File: src/rtl/burst_seq_pkg.sv
package burst_seq_pkg;
  typedef enum logic {
    ORD_LINEAR = 1'b0,
    ORD_XOR    = 1'b1
  } order_e;
endpackage

File: src/rtl/burst_beat_ctr.sv
module burst_beat_ctr
  import burst_seq_pkg::*;
#(
  parameter int W = 2
) (
  input  logic         clk,
  input  logic         rst_n,
  input  logic         seed_i,
  input  logic [W-1:0] seed_addr_i,
  input  order_e       order_i,
  input  logic         step_n_i,
  output logic [W-1:0] start_o,
  output logic [W-1:0] beat_o,
  output order_e       order_o
);
  logic [W-1:0] start_q, beat_q;
  order_e       order_q;

  always_ff @(posedge clk) begin
    if (!rst_n) begin
      start_q <= '0;
      beat_q  <= '0;
      order_q <= ORD_XOR;
    end else if (seed_i) begin
      start_q <= seed_addr_i;
      beat_q  <= '0;
      order_q <= order_i;
    end else if (!step_n_i) begin
      beat_q  <= W'(beat_q + 1'b1);
    end
  end

  assign start_o = start_q;
  assign beat_o  = beat_q;
  assign order_o = order_q;

  // a load reseeds the burst and clears the beat count
  assert_load_R2: assert property (@(posedge clk) disable iff (!rst_n)
    seed_i |=> (beat_q == '0) && (start_q == $past(seed_addr_i)));
  assert_seed_first_R7: assert property (@(posedge clk) disable iff (!rst_n)
    (seed_i && !step_n_i) |=> beat_q == '0);

  assert_step_R3: assert property (@(posedge clk) disable iff (!rst_n)
    (!seed_i && !step_n_i) |=> beat_q == W'($past(beat_q) + 1'b1));

  assert_hold_R4: assert property (@(posedge clk) disable iff (!rst_n)
    (!seed_i && step_n_i) |=> $stable(beat_q) && $stable(start_q));

  assert_order_held_R9: assert property (@(posedge clk) disable iff (!rst_n)
    !seed_i |=> $stable(order_q));
endmodule

File: src/rtl/burst_addr_map.sv
module burst_addr_map
  import burst_seq_pkg::*;
#(
  parameter int W = 2
) (
  input  logic [W-1:0] start_i,
  input  logic [W-1:0] beat_i,
  input  order_e       order_i,
  output logic [W-1:0] addr_o
);
  logic [W-1:0] xor_addr;
  logic [W-1:0] lin_addr;

  for (genvar b = 0; b < W; b++) begin : g_xor_bit
    assign xor_addr[b] = start_i[b] ^ beat_i[b];
  end

  assign lin_addr = W'(start_i + beat_i);

  always_comb begin
    if (order_i == ORD_XOR) addr_o = xor_addr;
    else                    addr_o = lin_addr;
  end
endmodule

File: src/rtl/burst_seq.sv
module burst_seq
  import burst_seq_pkg::*;
#(
  parameter int ADDR_W = 2
) (
  input  logic              clk,
  input  logic              rst_n,
  input  logic              seed_i,
  input  logic [ADDR_W-1:0] seed_addr_i,
  input  logic              order_sel_i,
  input  logic              step_n_i,
  output logic [ADDR_W-1:0] addr_o,
  output logic [ADDR_W-1:0] beat_o
);
  localparam logic [ADDR_W-1:0] LAST_BEAT = '1;

  logic [ADDR_W-1:0] start_w;
  order_e            order_w;

  burst_beat_ctr #(.W(ADDR_W)) ctr_i (
    .clk        (clk),
    .rst_n      (rst_n),
    .seed_i     (seed_i),
    .seed_addr_i(seed_addr_i),
    .order_i    (order_e'(order_sel_i)),
    .step_n_i   (step_n_i),
    .start_o    (start_w),
    .beat_o     (beat_o),
    .order_o    (order_w)
  );

  burst_addr_map #(.W(ADDR_W)) map_i (
    .start_i(start_w),
    .beat_i (beat_o),
    .order_i(order_w),
    .addr_o (addr_o)
  );

  // a step taken from the last beat returns to the start offset
  assert_wrap_R8: assert property (@(posedge clk) disable iff (!rst_n)
    (!seed_i && !step_n_i && beat_o == LAST_BEAT) |=> (beat_o == '0) && (addr_o == start_w));
  // in XOR order, addr XOR beat stays constant while stepping
  assert_xor_inv_R5: assert property (@(posedge clk) disable iff (!rst_n)
    (!seed_i && order_w == ORD_XOR) |=> (addr_o ^ beat_o) == $past(addr_o ^ beat_o));
  // in linear order, addr minus beat stays constant while stepping
  assert_lin_inv_R6: assert property (@(posedge clk) disable iff (!rst_n)
    (!seed_i && order_w == ORD_LINEAR) |=>
      ADDR_W'(addr_o - beat_o) == $past(ADDR_W'(addr_o - beat_o)));
endmodule

File: config.mk
export PLATFORM = sky130hd
export DESIGN_NAME = burst_seq
export DESIGN_NICKNAME = d
export VERILOG_FILES = /design/src/rtl/burst_seq_pkg.sv /design/src/rtl/burst_beat_ctr.sv /design/src/rtl/burst_addr_map.sv /design/src/rtl/burst_seq.sv
export SDC_FILE = /design/constraint.sdc
export NUM_CORES = 1
export LEC_CHECK = 0
export ABC_AREA = 0
export BUFFER_PORTS_ARGS = -buffer_cell sky130_fd_sc_hd__buf_2
export CORE_AREA = 2 2 39 41
export CTS_BUF_LIST = sky130_fd_sc_hd__clkbuf_16
export DETAILED_ROUTE_END_ITERATION = 8
export DIE_AREA = 0 0 41 43
export PLACE_DENSITY = 0.39
export SYNTH_ARGS = -nofsm -noshare
export SYNTH_HDL_FRONTEND = slang
export SYNTH_SLANG_ARGS = --single-unit
export TNS_END_PERCENT = 5
File: constraint.sdc
create_clock -name clk -period 1.1 [get_ports clk]
set_clock_uncertainty 0.2 [all_clocks]
set_input_delay 0.11 -clock clk [delete_from_list [all_inputs] [get_ports clk]]
set_output_delay 0.11 -clock clk [all_outputs]
set_load 0.05 [all_outputs]
==> results of run 1 <==
-- layer usage --
metal | vias to the layer above | routed length, um | global-route usage, %
met5 | - | 0 | 0
met4 | 0 | 0 | 8.00
met3 | 0 | 31 | 3.14
met2 | 7 | 239 | 8.75
met1 | 87 | 215 | 7.10
li1 | 110 | - | -
-- flip-flops by register name (all words and copies together), names as in the netlist --
name and flops:
ctr_i.start_o 2, ctr_i.beat_o 2, ctr_i.order_o 1
-- final cells by class --
| cell class | instances | area (sq um) | share of cell area (%) |
|---|---|---|---|
| Multi-Input combinational cell | 16 | 171 | 32.9 |
| Timing Repair Buffer | 17 | 141 | 27.2 |
| Sequential cell | 5 | 109 | 20.9 |
| Clock buffer | 3 | 75.1 | 14.4 |
| Tap cell | 16 | 20.0 | 3.85 |
| Clock inverter | 1 | 3.75 | 0.721 |
-- synth_stat cells, drive strengths merged --
cell type / number
dfxtp: 5
nor2b: 4
mux2i: 3
xnor2: 3
and2b: 1
clkbuf: 1
ha: 1
nand2: 1
nand2b: 1
nor2: 1
nor3: 1
-- path summary, 6_finish.rpt --
| check | start | endpoint | slack [ns] |
|---|---|---|---|
| hold / removal | seed_i | ctr_i.order_o | -0.01 |
| setup reg to reg | ctr_i.beat_o[0] | ctr_i.beat_o[1] | 0.01 |
| hold reg to reg | ctr_i.start_o[1] | ctr_i.start_o[1] | 0.33 |
| setup / recovery | ctr_i.start_o[0] | addr_o[1] | -0.36 |
-- worst max-delay path: stages (launching register included) --
cell     delay (ns)
dfxtp_2        0.34
ha_4           0.12
nor2b_4        0.17
xnor2_4        0.12
buf_6          0.17
-- logic make-up (layout without fill, tap and decap cells) --
| kind of cell | count (synthesis) | after routing | synth area share [%] |
|---|---|---|---|
| multiplexers | 3 | 3 | 12.7 |
| AND/OR/NAND/NOR | 9 | 9 | 27.0 |
| adder cells (fa/ha/maj) | 1 | 1 | 5.29 |
| XOR/XNOR | 3 | 3 | 11.1 |
| flip-flops | 5 | 5 | 42.3 |
| buffers and inverters | 1 | 21 | 1.59 |
-- what timing repair did --
item	CTS	global route
resized for setup	10	0
setup buffers	0	0
hold buffers	4	0
endpoints found under the hold margin	4	0
pin swaps	1	0
cloned	0	0
endpoints found under the setup margin	4	6
-- report_power, final --
part,switching (W),leakage (nW),internal (W),total [W]
Combinational,0.0000622,0.138,0.0000698,0.000132
Sequential,0.00000832,0.0429,0.000189,0.000197
Clock,0.000113,0.0423,0.000470,0.000583
Total,0.000184,0.224,0.000729,0.000913
-- through the flow --
stage | hold slack, ns | total power, W | std cells | setup slack (ns)
global route | 0.0208 | 0.000950 | 58 | -0.401
CTS | -0.0133 | 0.000932 | 58 | -0.377
detailed placement | 0.119 | 0.000303 | 50 | -0.283
floorplan | -0.0281 | 0.000270 | 22 | -0.257
global placement | 0.110 | 0.000302 | 50 | -0.262
finish | -0.0110 | 0.000913 | 58 | -0.364
==> results by group, run 1 <==
Status
  – Status: finished, violations left
  – Failing checks: negative hold slack, negative setup slack

Yosys
  – Seq/Total Area, Yosys: 42.3%
  – #FFs+latches synth: 5
  – Synth area leader: dfxtp_1
  – Syn Nets: 30
  – Post-synthesis cell area: 236 sq um
  – Yosys warnings: 0
  – Syn avg cell area: 10.7 sq um
  – Top cells by area, synth: dfxtp_1, mux2i_1, xnor2_1, nor2b_1, nor2b_4
  – Netlist cell types: 12
  – Top cell type's share of synthesized area: 42.3%
  – Cells after Synth: 22

Setup path
  – Worst Path Required: 0.79 ns
  – FF-to-FF path depth: 4
  – Worst setup SP type: flop
  – Kind of critical path: flop to output port
  – Worst setup EP type: output port
  – Crit-path max FO: 2
  – Arr. time, crit path: 1.15 ns

Placed design
  – Port bufs: 10
  – RePlAce Congestion: 0.645
  – Placed Area: 372 sq um

Finish
  – P&R area growth vs syn: 120%
  – Nets: 51
  – Finished layout cell area: 520 sq um
  – Most frequent cells in the layout: buf_2, dlygate4sd3_1
  – Antenna Cells: 0
  – Leading cell type in the layout, fill and taps excluded: buf_2
  – Layout cells sized above 1: 57.1%
  – Core Util, Final: 37.6%
  – Fillers: 152

Clocking
  – Clk_lat worst skew: 0.23 ns
  – Clock slew at reported path FFs: 0.03 ns
  – Root buffer cell: clkbuf_16
  – Clock sinks: 5
  – Clk buf depth: 2
  – CTS tree: done
  – Num CTS Buffers: 3
  – H-Tree Depth: 1

Min path
  – Worst Hold Path Cells: 3
  – Hold Crit Class: input pin to flop

Timing
  – Slew margin rel.: 92.1%
  – Hold WS: -0.0110 ns
  – Max Clk Rate: 683 MHz
  – Slew Limit Fails: 0
  – Final Critical Period: 1.46 ns
  – Fin Setup TNS: -0.637 ns
  – Final WS setup: -0.364 ns
  – Final worst-path cycle share: 133%
  – Setup violations, final: 4
  – Fin. Hold Viols: 1
  – RSZ-0062 raised after global routing: yes
  – Worst-margin pin slew: 0.115 ns

Global routing
  – Gr ovfl total: 0
  – First-pass GRT wire length: 738 um
  – GRT Total Usage: 6.83%
  – Initial antenna violation count: 0
  – Vias in the first global route: 209
  – Largest net degree at the start of global routing: 5

Drt
  – Vias per cell: 3.52
  – WL final: 487 um
  – Vias post-DR: 204
  – Final ANT Viol Nets: 0
  – First-pass DRT Iterations: 1
  – Initial DRC count: 0
  – Drt wl/cell: 8.40 um
  – Drt drc: 0

Die
  – Total die area: 1760 sq um
  – Row count: 14
  – Initial core utilization: 17.1%
  – Chip height: 43 um
  – Core box area: 1380 sq um
  – Top-level port count: 11
  – Die outline width: 41 um

Power
  – Max VDD drop: 0.853 mV
  – Pwr Density: 1750 nW/um^2
  – Leak: 0.224 nW

Run
  – Max Cap Viol: 0
Note: power is estimated with default switching activity, not from simulation.
==> run 2, diff against run 1 <==
--- a/config.mk
+++ b/config.mk
@@ -12,4 +12,5 @@
 export DETAILED_ROUTE_END_ITERATION = 8
 export DIE_AREA = 0 0 41 43
+export HOLD_SLACK_MARGIN = 0.02
 export PLACE_DENSITY = 0.39
 export SYNTH_ARGS = -nofsm -noshare
==> constraint.sdc (replaced) <==
create_clock -name clk -period 1.1 [get_ports clk]
set_clock_uncertainty 0.2 [all_clocks]
set_input_delay 0 -clock clk [delete_from_list [all_inputs] [get_ports clk]]
set_output_delay 0 -clock clk [all_outputs]
set_load 0.05 [all_outputs]
==> run 2 against run 1 <==
Effect of this change: the run ends with negative setup slack left; cell area is 3.8% higher; die area stayed put; flip-flop and latch count unchanged; register-to-register slack is essentially flat; worst setup slack improved by 0.11 ns; via count is 3.9% higher; maximum frequency is 8.3% higher; highest routed layer unchanged.
==> results by group, run 2 (synthesized netlist as in run 1, its figures left out) <==
Setup path
  – R2R Path End: ctr_i.beat_o[1]
  – Kind of critical path: flop to output port
  – Worst setup SP type: flop
  – Worst R2R Setup Slack: 0 ns (about the same)
  – Crit-path max FO: 2 (unchanged)
  – Arr. time, crit path: 1.15 ns (about the same)
  – FF-to-FF path depth: 4 (unchanged)
  – Worst setup EP type: output port
  – Reg2reg start: ctr_i.beat_o[0]
  – Worst Path Required: 0.90 ns (+0.11 ns)

Timing
  – Fin. Hold Viols: 0 (-1)
  – Slew Limit Fails: 0 (unchanged)
  – Max Clk Rate: 740 MHz (+8.3%)
  – Slew margin rel.: 92.1% (about the same)
  – Hold WS: 0.323 ns (+0.334 ns)
  – Setup violations, final: 2 (-2)
  – Final Critical Period: 1.35 ns (-0.112 ns)
  – Final worst-path cycle share: 123% (-10 points)
  – RSZ-0062 raised after global routing: yes
  – Final WS setup: -0.252 ns (+0.112 ns)
  – Worst-margin pin slew: 0.115 ns (-0.000536 ns)

Global routing
  – Initial antenna violation count: 0 (unchanged)
  – Largest net degree at the start of global routing: 5 (unchanged)
  – Vias in the first global route: 202 (-3.3%)
  – First-pass GRT wire length: 752 um (+1.9%)
  – Gr ovfl total: 0 (unchanged)
  – GRT Total Usage: 6.73% (-0.10 points)

Finish
  – Fillers: 135 (-11%)
  – P&R area growth vs syn: 129%
  – Most frequent cells in the layout: dlygate4sd3_1, buf_2, buf_4
  – Antenna Cells: 0 (unchanged)
  – Post-Layout Cell Count: 60 (+3.4%)
  – Nets: 53 (+3.9%)
  – Layout cells sized above 1: 56.8% (-0.32 points)

Drt
  – First-pass DRT Iterations: 2 (+1)
  – Drt wl/cell: 7.97 um (-5.1%)
  – WL final: 478 um (-1.8%)
  – Drt drc: 0 (unchanged)
  – Final ANT Viol Nets: 0 (unchanged)
  – Vias post-DR: 212 (+3.9%)
  – Initial DRC count: 3 (+3)
  – Vias per cell: 3.53 (+0.46%)

Clocking
  – Num CTS Buffers: 3 (unchanged)
  – CTS tree: done
  – Clk buf depth: 2 (unchanged)
  – H-Tree Depth: 1 (unchanged)
  – Clk_lat worst skew: 0.22 ns (about the same)
  – Clock sinks: 5 (unchanged)
  – Clock slew at reported path FFs: 0.03 ns (about the same)
  – Root buffer cell: clkbuf_16
  – Setup repair bufs after CTS: 0 (unchanged)

Die
  – Initial core utilization: 17.1% (unchanged)
  – Top-level port count: 11 (unchanged)
  – Total die area: 1760 sq um (unchanged)
  – Die outline width: 41 um (unchanged)
  – Row count: 14 (unchanged)
  – Core box area: 1380 sq um (unchanged)
  – Chip height: 43 um (unchanged)

Placed design
  – Port bufs: 10 (unchanged)
  – RePlAce Congestion: 0.645 (unchanged)
  – Placed insts: 50 (unchanged)
  – Detailed placement HPWL: 362 um

Status
  – Status: finished, violations left
  – Failing checks: negative setup slack

Power
  – Max VDD drop: 0.873 mV (+2.4%)
  – Leak: 0.232 nW (+3.7%)
  – Pwr Density: 1700 nW/um^2 (-3.3%)

Min path
  – Worst Hold Path Cells: 3 (unchanged)
  – Hold Crit Class: input pin to flop
  – Worst Hold Path EP: ctr_i.order_o
  – Min-delay src: rst_n

Run
  – Max Cap Viol: 0 (unchanged)
[run 2: metrics by stage]
stage	cell area [sq um]	setup TNS (ns)	power, W	utilization [%]	setup slack, ns
3_5_place_dp	372	-0.167	0.000303	26.9	-0.167
2_1_floorplan	284	-0.164	0.000270	-	-0.147
3_3_place_gp	372	-0.152	0.000302	26.9	-0.152
4_1_cts	541	-0.340	0.000929	39.1	-0.264
5_1_grt	541	-0.447	0.000947	39.1	-0.295
6_report	541	-0.313	0.000917	39.1	-0.252
[run 2: critical path, stage by stage (launching register included)]
cell and delay (ns):
dfxtp_2 0.34, ha_4 0.12, nor2b_4 0.17, xnor2_4 0.12, buf_6 0.17
[run 2: layout make-up]
cell class / count / area [sq um] / share of cell area, %
clock buffers: 3 / 75.1 / 13.9
clock inverters: 1 / 3.75 / 0.694
multi-input cells: 16 / 179 / 33.1
flip-flops and latches: 5 / 109 / 20.1
well taps: 16 / 20.0 / 3.70
repair buffers: 19 / 154 / 28.5
[run 2: power breakdown]
group          leakage [nW]  internal (W)  switching (W)
clock                0.0423      0.000470       0.000112
sequential           0.0429      0.000189     0.00000829
combinational         0.147     0.0000739      0.0000635
[run 2: metal layers]
| metal | vias to the layer above | share of wire, % | GRT usage (%) | wire length (um) |
|---|---|---|---|---|
| met5 | - | 0 | 0 | 0 |
| met4 | 0 | 0 | 6.00 | 0 |
| met3 | 0 | 5.6 | 3.14 | 27 |
| met2 | 7 | 47 | 8.44 | 224 |
| met1 | 89 | 47 | 8.06 | 226 |
| li1 | 116 | - | - | - |
[run 2: timing repair]
action	CTS	global route
pin swaps	1	0
hold buffers	6	0
resized for setup	9	0
endpoints found under the hold margin	5	0
endpoints found under the setup margin	5	4
[run 2: worst max-delay path by stage]
stage / from / endpoint / slack [ns]
final: ctr_i.start_o[0] / addr_o[1] / -0.25
after global routing: ctr_i.start_o[0] / addr_o[1] / -0.29
after CTS: ctr_i.start_o[0] / addr_o[1] / -0.26
after detailed placement: ctr_i.start_o[0] / addr_o[1] / -0.17
after global placement: ctr_i.start_o[0] / addr_o[1] / -0.15
after floorplan: ctr_i.beat_o[0] / addr_o[1] / -0.15
==> run 3, diff against run 2 <==
Settings changed: PLACE_DENSITY 0.39 to 0.38, REMOVE_ABC_BUFFERS set to 1, SYNTH_HIERARCHICAL set to 1.
==> run 3 against run 2 <==
Effect of this change: the flow still finishes with violations (negative setup slack); sequential power about the same; die area unchanged; hold slack improved by 0.022 ns; first-iteration DRC count decreased by 100%; clock power about the same.
==> results by group, run 3 <==
Drt
  – Vias per cell: 3.47 (-1.7%)
  – Drt drc: 0 (unchanged)
  – First-pass DRT Iterations: 1 (-1)
  – Final ANT Viol Nets: 0 (unchanged)
  – Vias post-DR: 205 (-3.3%)
  – Initial DRC count: 0 (-3)
  – WL final: 527 um (+10%)
  – Drt wl/cell: 8.93 um (+12%)

Yosys
  – Netlist cell types: 11 (-1)
  – Post-synthesis cell area: 233 sq um (-1.6%)
  – Most frequent cell after synthesis: dfxtp_1
  – #FFs+latches synth: 5 (unchanged)
  – Top cells by area, synth: dfxtp_1, mux2i_1, xnor2_1, nor2b_1, nor2b_4
  – EDFF count, synth: 0 (unchanged)
  – Synth area leader: dfxtp_1
  – Yosys warnings: 6 (+6)
  – Syn avg cell area: 11.1 sq um (+3.1%)
  – Asr flop ratio synth: 0% (unchanged)
  – Top cell type's share of synthesized area: 43.0% (+0.68 points)
  – Synth Flop Type: dfxtp_1
  – Seq/Total Area, Yosys: 43.0% (+0.68 points)
  – Cells after Synth: 21 (-4.5%)
  – Synth cell count leaders: dfxtp_1, mux2i_1, nor2b_1, xnor2_1

Clocking
  – Clock slew at reported path FFs: 0.03 ns (about the same)
  – CTS tree: done
  – Clk buf depth: 2 (unchanged)
  – H-Tree Depth: 1 (unchanged)
  – Num CTS Buffers: 3 (unchanged)
  – Root buffer cell: clkbuf_16
  – Clock sinks: 5 (unchanged)
  – Clk_lat worst skew: 0.22 ns (about the same)
  – Setup repair bufs after CTS: 0 (unchanged)

Min path
  – Hold Crit Class: input pin to flop

Die
  – Top-level port count: 11 (unchanged)
  – Total die area: 1760 sq um (unchanged)
  – Row count: 14 (unchanged)
  – Chip height: 43 um (unchanged)
  – Die outline width: 41 um (unchanged)
  – Core box area: 1380 sq um (unchanged)
  – Initial core utilization: 16.8% (-0.27 points)

Finish
  – Core Util, Final: 36.7% (-2.4 points)
  – Most frequent cells in the layout: dlygate4sd3_1, buf_2, buf_4
  – Multi-input logic area: 160 sq um (-10%)
  – Nets: 52 (-1.9%)
  – P&R area growth vs syn: 118%
  – Fillers: 146 (+8.1%)
  – Antenna Cells: 0 (unchanged)
  – Reg area: 103 sq um (-5.7%)
  – Layout cells sized above 1: 51.2% (-5.7 points)

Timing
  – Hold WS: 0.344 ns (+0.0217 ns)
  – Max Clk Rate: 740 MHz (about the same)
  – Setup violations, final: 2 (unchanged)
  – Slew Limit Fails: 0 (unchanged)
  – Final worst-path cycle share: 123% (about the same)
  – Fin. Hold Viols: 0 (unchanged)
  – Slew margin rel.: 90.6% (-1.6 points)
  – RSZ-0062 raised after global routing: yes
  – Final Critical Period: 1.35 ns (-0.000331 ns)
  – Worst-margin pin slew: 0.138 ns (+0.0228 ns)
  – Final WS setup: -0.251 ns (+0.000331 ns)

Power
  – Leak: 0.223 nW (-4.0%)
  – Pwr Density: 1790 nW/um^2 (+5.6%)
  – Max VDD drop: 0.557 mV (-36%)

Placed design
  – Place WS: -0.124 ns (+0.0425 ns)
  – Port bufs: 10 (unchanged)
  – RePlAce Congestion: 0.581 (-9.9%)

Global routing
  – Vias in the first global route: 224 (+11%)
  – GRT Total Usage: 8.04% (+1.3 points)
  – Initial antenna violation count: 0 (unchanged)
  – First-pass GRT wire length: 834 um (+11%)
  – Gr ovfl total: 0 (unchanged)
  – Largest net degree at the start of global routing: 5 (unchanged)

Setup path
  – Max incr delay on CP: 0.32 ns (-0.02 ns)
  – Crit-path max FO: 2 (unchanged)
  – Worst Path Required: 0.90 ns (about the same)
  – Worst setup EP type: output port
  – Arr. time, crit path: 1.15 ns (about the same)
  – CP Cell Sequence: ha_4 -> nor2b_4 -> xnor2_1 -> buf_4
  – Worst setup SP type: flop
  – Kind of critical path: flop to output port
  – Critical-path top delay cell: dfxtp_2

Status
  – Status: finished, violations left
  – Failing checks: negative setup slack

Run
  – Max Cap Viol: 0 (unchanged)
run 3: path summary, 6_finish.rpt:
kind	slack, ns	endpoint	depth (start not counted)	from
max	-0.25	addr_o[1]	4	ctr_i/beat_o[0]
max reg2reg	0.02	ctr_i/beat_o[1]	4	ctr_i/beat_o[0]
min	0.34	ctr_i/order_o	4	order_sel_i
min reg2reg	0.35	ctr_i/start_o[1]	2	ctr_i/start_o[1]
run 3: through the flow:
step / instances / TNS, ns / total power (W) / area, sq um
floorplan: 21 / -1.45 / 0.000262 / 233
CTS: 59 / -0.405 / 0.000912 / 483
global placement: 49 / -0.116 / 0.000289 / 318
detailed placement: 49 / -0.124 / 0.000291 / 318
finish: 59 / -0.300 / 0.000910 / 508
global route: 59 / -0.426 / 0.000948 / 508
run 3: metal layers:
layer / wire length, um / global-route usage (%) / part of all wire, % / up-vias
met5: 0 / 0 / 0 / -
met4: 4 / 10.0 / 0.76 / 0
met3: 44 / 5.24 / 8.3 / 2
met1: 250 / 8.39 / 47 / 83
li1: - / - / - / 111
met2: 228 / 9.06 / 43 / 9
run 3: layout make-up:
type,count,area share (%)
Timing Repair Buffer,18,28.8
Multi-Input combinational cell,16,31.5
Clock inverter,1,0.739
Clock buffer,3,14.8
Tap cell,16,3.94
Sequential cell,5,20.2
run 3: logic make-up (layout without fill, tap and decap cells):
group	Yosys count	in the layout	synth area share (%)
xor gates and xnor gates	3	3	11.3
muxes	3	3	12.9
DFF	5	5	43.0
and+or+nand+nor	9	9	27.4
adders and majority gates	1	1	5.38
buffers and inverters	0	22	0
run 3: repair_timing:
item,in CTS,in global routing
cloned,0,0
pin swaps,2,1
resized for setup,10,4
hold endpoints to repair,5,0
endpoints found under the setup margin,4,4
hold buffers,6,0
run 3: worst max-delay path: cells and delay by family (launching register included):
family	cells	cell delay (ns)
DFF	1	0.32
buffers and inverters	1	0.21
xor gates and xnor gates	1	0.13
adders and majority gates	1	0.15
and+or+nand+nor	1	0.11
run 3: power by group:
group          internal (W)  switching [W]
combinational     0.0000658      0.0000613
sequential         0.000193     0.00000785
clock              0.000470       0.000113
total              0.000728       0.000182
